### config.mk
export PLATFORM = sky130hd
export DESIGN_NAME = busm_cycle_ctrl
export DESIGN_NICKNAME = d
export VERILOG_FILES = /design/src/rtl/busm_pkg.sv /design/src/rtl/busm_sense_sync.sv /design/src/rtl/busm_term_decode.sv /design/src/rtl/busm_ecs_gen.sv /design/src/rtl/busm_cycle_ctrl.sv
export SDC_FILE = /design/constraint.sdc
export NUM_CORES = 1
export LEC_CHECK = 0
export CAP_MARGIN = 0
export CORE_AREA = 2 2 105 107
export DETAILED_ROUTE_END_ITERATION = 12
export DIE_AREA = 0 0 107 109
export PLACE_DENSITY = 0.78
export SETUP_SLACK_MARGIN = 0.5
export SLEW_MARGIN = 20
export SYNTH_ARGS = -nofsm -noshare
export SYNTH_HDL_FRONTEND = slang
export SYNTH_HIERARCHICAL = 1
export SYNTH_SLANG_ARGS = --single-unit
### constraint.sdc
create_clock -name clk -period 2.1 [get_ports clk]
set_clock_uncertainty 0.1 [all_clocks]
set_input_delay 0.42 -clock clk [delete_from_list [all_inputs] [get_ports clk]]
set_output_delay 0.42 -clock clk [all_outputs]
set_load 0.01 [all_outputs]
### src/rtl/busm_pkg.sv
package busm_pkg;
  typedef enum logic [1:0] {
    ST_IDLE  = 2'd0,
    ST_T1    = 2'd1,
    ST_T2    = 2'd2,
    ST_RWAIT = 2'd3
  } busm_state_e;

  localparam int SENSE_W = 4;

  typedef struct packed {
    logic ack0_n;
    logic ack1_n;
    logic rdy;
    logic retry_n;
  } busm_sense_t;
endpackage

### src/rtl/busm_sense_sync.sv
module busm_sense_sync #(
  parameter int W = 4,
  parameter int STAGES = 2,
  parameter logic [W-1:0] RST_VAL = '1
) (
  input  logic         clk,
  input  logic         rst,
  input  logic         async_en,
  input  logic [W-1:0] raw,
  output logic [W-1:0] sensed
);
  logic [W-1:0] pipe [STAGES];

  for (genvar g = 0; g < STAGES; g++) begin : g_stage
    if (g == 0) begin : g_first
      always_ff @(posedge clk) begin
        if (rst) pipe[g] <= RST_VAL;
        else     pipe[g] <= raw;
      end
    end else begin : g_next
      always_ff @(posedge clk) begin
        if (rst) pipe[g] <= RST_VAL;
        else     pipe[g] <= pipe[g-1];
      end
    end
  end

  assign sensed = async_en ? pipe[STAGES-1] : raw;
endmodule

### src/rtl/busm_term_decode.sv
module busm_term_decode
  import busm_pkg::*;
(
  input  logic        rdy_mode,
  input  logic        wide,
  input  busm_sense_t sense,
  output logic        term,
  output logic        retry
);
  logic ack_end;

  always_comb begin
    if (wide) ack_end = !sense.ack0_n && !sense.ack1_n;
    else      ack_end = !sense.ack1_n;
    term  = rdy_mode ? !sense.rdy : ack_end;
    retry = !sense.retry_n;
  end
endmodule

### src/rtl/busm_ecs_gen.sv
module busm_ecs_gen (
  input  logic clk,
  input  logic rst,
  input  logic in_t1,
  output logic ecs_n
);
  logic half_seen;

  always_ff @(negedge clk) begin
    if (rst) half_seen <= 1'b0;
    else     half_seen <= in_t1;
  end

  assign ecs_n = !(in_t1 && !half_seen);
endmodule

### src/rtl/busm_cycle_ctrl.sv
module busm_cycle_ctrl
  import busm_pkg::*;
#(
  parameter int AW = 32,
  parameter int DW = 32,
  parameter int SYNC_STAGES = 2
) (
  input  logic          clk,
  input  logic          rst,
  input  logic          cfg_rdy_mode,
  input  logic          cfg_wide,
  input  logic          cfg_async,
  input  logic          cfg_retry_latch,
  input  logic          req_valid,
  input  logic          req_write,
  input  logic [AW-1:0] req_addr,
  input  logic [DW-1:0] req_wdata,
  output logic          busy,
  output logic          done,
  output logic [DW-1:0] rd_data,
  output logic [AW-1:0] bus_addr,
  output logic [DW-1:0] bus_wdata,
  output logic          bus_write,
  output logic          ecs_n,
  output logic          ds_n,
  input  logic [DW-1:0] bus_rdata,
  input  logic          ack0_n,
  input  logic          ack1_n,
  input  logic          rdy_in,
  input  logic          retry_n,
  output logic          retry_flag,
  input  logic          retry_clr
);
  localparam logic [SENSE_W-1:0] SENSE_IDLE = '1;

  busm_state_e state;
  busm_sense_t raw_sense, sense;
  logic        term, retry_hit, in_t1, flag_set;

  assign raw_sense = '{ack0_n: ack0_n, ack1_n: ack1_n, rdy: rdy_in, retry_n: retry_n};

  busm_sense_sync #(.W(SENSE_W), .STAGES(SYNC_STAGES), .RST_VAL(SENSE_IDLE)) u_sync (
    .clk(clk), .rst(rst), .async_en(cfg_async),
    .raw(raw_sense), .sensed(sense)
  );

  busm_term_decode u_dec (
    .rdy_mode(cfg_rdy_mode), .wide(cfg_wide), .sense(sense),
    .term(term), .retry(retry_hit)
  );

  assign in_t1 = (state == ST_T1);

  busm_ecs_gen u_ecs (.clk(clk), .rst(rst), .in_t1(in_t1), .ecs_n(ecs_n));

  assign flag_set = (state == ST_T2) && retry_hit && cfg_retry_latch;

  always_ff @(posedge clk) begin
    if (rst) begin
      state     <= ST_IDLE;
      busy      <= 1'b0;
      done      <= 1'b0;
      ds_n      <= 1'b1;
      bus_addr  <= '0;
      bus_wdata <= '0;
      bus_write <= 1'b0;
      rd_data   <= '0;
    end else begin
      done <= 1'b0;
      unique case (state)
        ST_IDLE: begin
          if (req_valid && !retry_flag) begin
            bus_addr  <= req_addr;
            bus_wdata <= req_wdata;
            bus_write <= req_write;
            busy      <= 1'b1;
            state     <= ST_T1;
          end
        end
        ST_T1: begin
          ds_n  <= 1'b0;
          state <= ST_T2;
        end
        ST_T2: begin
          if (retry_hit) begin
            ds_n  <= 1'b1;
            state <= ST_RWAIT;
          end else if (term) begin
            ds_n  <= 1'b1;
            done  <= 1'b1;
            busy  <= 1'b0;
            state <= ST_IDLE;
            if (!bus_write) rd_data <= bus_rdata;
          end
        end
        ST_RWAIT: begin
          if (!retry_hit) state <= ST_T1;
        end
        default: state <= ST_IDLE;
      endcase
    end
  end

  always_ff @(posedge clk) begin
    if (rst)            retry_flag <= 1'b0;
    else if (flag_set)  retry_flag <= 1'b1;
    else if (retry_clr) retry_flag <= 1'b0;
  end

  p_done_pulse_r6: assert property (@(posedge clk) disable iff (rst)
    done |=> !done);
  p_strobe_off_t1_r2: assert property (@(posedge clk) disable iff (rst)
    (state == ST_T1) |-> ds_n);
  p_addr_hold_r7: assert property (@(posedge clk) disable iff (rst)
    (busy && $past(busy)) |-> $stable(bus_addr));
  p_retry_nodone_r8: assert property (@(posedge clk) disable iff (rst)
    (state == ST_RWAIT) |-> !done);
  p_flag_gate_r9: assert property (@(posedge clk) disable iff (rst)
    (state == ST_IDLE && retry_flag) |=> (state == ST_IDLE));
  p_flag_quiet_r9: assert property (@(posedge clk) disable iff (rst)
    (!cfg_retry_latch && !retry_flag) |=> !retry_flag);
endmodule

; Word level (Yosys, flattened, before mapping)
; Memories as Yosys holds them, arrays and structs flattened.
; Index checks and enable logic that the tools add are counted.
[totals]
register_bits = 104
mem_bits_rw = 8
input_bits = 109
out_inout_bits = 102
word_cells = 69
memories = 1
[op_classes]
eq_ne = 8
muxes = 23
bitwise = 5
n_reduce_logical = 22
[mem_list]
columns = memory, words, width, read_ports, rd_clocked_by_memory_dff, write_ports, line
row1 = u_sync.pipe, 2, 4, 2, 0, 2, busm_sense_sync.sv:12  ; logic [W-1:0] pipe [STAGES];
[ops]
columns = cell, n
row1 = 1-bit two-way mux, 13
row2 = 4-bit two-way mux, 3
row3 = 2-bit two-way mux, 4
row4 = 2-bit one-hot mux with 4 select lines, 1
row5 = 4-bit AND reduction, 2
row6 = 1-bit logical NOT, 7
row7 = 2-bit nonzero test, 3
row8 = 1-bit logical AND, 5
row9 = 2-bit == test (second input constant), 2
row10 = 2-bit by 1-bit != test with 1-bit output (second input constant), 2
row11 = 2-bit != test (second input constant), 2
row12 = 1-bit one-hot mux with 2 select lines, 2
row13 = 2-bit AND reduction, 2
row14 = 3-bit != test (second input constant), 1
row15 = 1-bit NOT, 3
row16 = 3-bit AND reduction, 1
row17 = 3-bit OR reduction, 1
row18 = 2-bit by 1-bit == test with 1-bit output (second input constant), 1
row19 = 2-bit logical NOT, 1
row20 = 1-bit bitwise OR, 2

; Longest topological paths before layout
[logic_depth]
ltp_word = 8
mapped_depth = 8
ltp_nobuf = 6

; Cells and area by module
; The synthesis kept the hierarchy.
[modules_own_cells]
columns = mod, n_inst, cells_per_inst, area_each_um2, seq_area_each_um2
row1 = busm_cycle_ctrl, 1, 465, 3718.6, 2062.0
row2 = busm_sense_sync, 1, 20, 255.2, 160.2
row3 = busm_ecs_gen, 1, 4, 43.8, 20.0
row4 = busm_term_decode, 1, 4, 25.0, 0.0

==> impl_results.md <==
* Core Rows at 38
* First-pass GRT wire length at 21800 um
* CTS H-Tree Depth at 3
* CP arrival at 1.99 ns
* VDD IR max at 457 uV
* Detail-routed via count per cell at 5.20
* CP Max Fanout at 1
* Die ar. at 11700 um^2
* Worst Setup Start Kind: flop
* Clk_lat worst skew at 0.38 ns
* Total Wirelength at 18400 um
* Sequential share of power at 40.6%
* Hold Path Class: in -> reg
* Sequential share of the synthesized area at 55.5%
* Max Buffers Root-to-Sink at 2
* Crit-path leading delay family: flip-flops
* Area occupied by multi-input gates at 3040 um^2
* Initial antenna violation count at 0
* Final worst slack at -0.406 ns
* Status: complete, but fails checks
* # fillers at 601
* Worst reg-to-reg setup slack at 0.16 ns
* DRT Pass-1 Iters at 4
* Unrepaired setup endpoints after global routing: yes
* Iteration-0 DRC count of the detailed router at 246
* Core Area at 10600 um^2
* Die Span Y at 109 um
* Share of cells above drive strength 1 at 49.3%
* Fin Setup TNS at -0.406 ns
* DP HPWL at 8580 um
* Max incr delay on CP at 0.29 ns
* Count of pins over their slew limit at 0
* I/O Pins at 211
* Slew HR at 57.4%
* Antenna Cells at 0
* DR DRC count at 0
* Critical path class: reg -> out
* Critical Path, Cell by Cell: nand2b_4 -> buf_6
* Cells after Synth at 493
* Max_cap viols at 0
* Clk pwr share at 20.9%
* Final instance area at 8530 um^2
* Sinks on the clock net at 112
* CTS Root Cell: clkbuf_8
* Vias in the first global route at 4295
* Largest net degree at the start of global routing at 59
* Area after DPL at 6330 um^2
* Clock Pin Slew Worst Setup and Hold Paths at 0.09 ns
* CTS tree: yes
* Worst-margin pin slew at 0.639 ns
* Hold Violations, Final at 0
* Switching Share at 33.3%
* P&R area growth vs syn at 111%
* Synth Area per Inst at 8.20 um^2
* Post-Syn Area at 4040 um^2
* Via Count at 4557
* Critical path's slowest cell: dfxtp_1
* Initial Util at 38.1%
* Worst Setup End Kind: primary output
* Comb power frac at 38.5%
* P_sw at 1.99 mW
* Power Dens Cells at 702 nW/um^2
* Total CTS buffers at 9
* GRT Total Usage at 24.3%
* Routed wire per std cell at 21.0 um
* Gr ovfl total at 0
* Die Wd at 107 um
* Post-synthesis cell type count at 28
* Syn Nets at 608
* Hold Worst Slack at 0.307 ns
* Post-DRT Antenna Nets at 0
* Nets@finish at 849
* Critical Path RT at 1.58 ns
* FF+latch count, synth at 112
* IO buf count at 210
* Failing checks: setup timing
* Lkg Pwr at 3.78 nW
* P_int at 4.00 mW
* Yosys warnings at 6
* RD Place Congestion at 0.737
* Final setup viols at 1
* Worst path bufs/invs at 1
* Sequential Area at 2280 um^2
metal layers:
layer / wire length (um) / vias up / global-route usage, %
li1: - / 2078 / -
met1: 6470 / 2206 / 26.8
met2: 9900 / 211 / 43.9
met3: 1200 / 62 / 7.23
met4: 868 / 0 / 9.18
met5: 0 / - / 0
cells in the mapped netlist:
library cell  instances  area share (%)
clkbuf_1             15             1.4
or2_2                 4            0.62
buf_4                 3            0.56
buf_2                15             1.9
nor2b_4               1            0.34
or2_1                 4            0.62
o311ai_0              1            0.22
nand2_1             197              18
inv_1                 7            0.65
a221oi_2              1            0.37
dfxtp_1             112              55
nor3b_1               2            0.37
and4bb_2              1            0.31
ha_1                  6             1.9
nand4bb_1             1            0.28
nand3_1               2            0.25
o21ai_2               1            0.22
nand3b_1              1            0.19
nor2_1                1           0.093
a211o_1               2            0.43
a21o_1                1            0.19
nand2b_1              6            0.93
o211ai_1              1            0.19
a21oi_1              99              12
mux2i_1               2            0.50
mux2_1                4             1.1
and3b_1               1            0.22
o21ai_0               2            0.25
flip-flops by register name (all words and copies together), names as in the netlist:
| register | flops |
|---|---|
| bus_addr | 32 |
| bus_wdata | 32 |
| rd_data | 32 |
| u_sync/pipe | 8 |
| state | 2 |
| bus_write | 1 |
| busy | 1 |
| done | 1 |
| ds_n | 1 |
| retry_flag | 1 |
| u_ecs/half_seen | 1 |
cell type report:
cell class                      instances  area share, %
Timing Repair Buffer                  263           33.3
Tap cell                              140           2.05
Multi-Input combinational cell        341           35.6
Clock buffer                           11           1.54
Inverter                                6          0.293
Sequential cell                       112           26.7
Clock inverter                          3          0.440
power groups by stage:
stage,combinational [mW],sequential (mW),clock (mW)
finish,2.31,2.43,1.25
global route,2.41,2.45,1.35
CTS,1.33,2.40,1.23
detailed placement,1.29,2.44,0.00596
global placement,1.25,2.44,0.00596
floorplan,0.501,2.51,0.00596
cells in the final DEF (no fill, tap or decap), drive strengths merged, types with 2 or more instances in the layout:
| master | n |
|---|---|
| o21ai | 3 |
| dfxtp | 112 |
| clkbuf | 34 |
| clkdlybuf4s15 | 7 |
| buf | 45 |
| dlygate4sd2 | 84 |
| ha | 6 |
| clkdlybuf4s50 | 104 |
| a21oi | 99 |
| nand2 | 197 |
| mux2i | 2 |
| or2 | 8 |
| inv | 7 |
| a211o | 2 |
| nor3b | 2 |
| mux2 | 4 |
| nand3 | 2 |
| nand2b | 6 |
final timing paths:
| path | from | to | depth (start not counted) |
|---|---|---|---|
| worst min register to register | u_sync/pipe[0][3] | u_sync/pipe[1][3] | 1 |
| worst max register to register | u_sync/pipe[1][3] | rd_data[16] | 9 |
| worst max-delay path | u_ecs/half_seen | ecs_n | 2 |
| worst min-delay path | ack0_n | u_sync/pipe[0][3] | 2 |
repair_timing:
action / in CTS / in global routing
setup buffers: 10 / 7
pin swaps: 82 / 120
resized for setup: 251 / 328
hold buffers: 0 / 0
cloned: 6 / 17
endpoints found under the setup margin: 202 / 128
kinds of logic (layout without fill, tap and decap cells):
| family | count (synthesis) | after routing | share of synthesized area [%] |
|---|---|---|---|
| buf+inv | 40 | 283 | 4.46 |
| flops | 112 | 112 | 55.5 |
| mux | 6 | 6 | 1.61 |
| compound gates | 108 | 108 | 14.1 |
| simple gates | 221 | 221 | 22.5 |
| fa+ha+maj | 6 | 6 | 1.86 |
per-stage QoR:
step / setup WS, ns / std cells / util [%] / power (mW)
after floorplan: 0.122 / 493 / - / 3.02
after global placement: -0.382 / 823 / 59.7 / 3.69
after detailed placement: -0.429 / 823 / 59.7 / 3.74
after CTS: -0.415 / 852 / 67.0 / 4.96
after global routing: -0.472 / 876 / 80.5 / 6.21
final: -0.406 / 876 / 80.5 / 5.99
(Power assumes the default switching activity.)
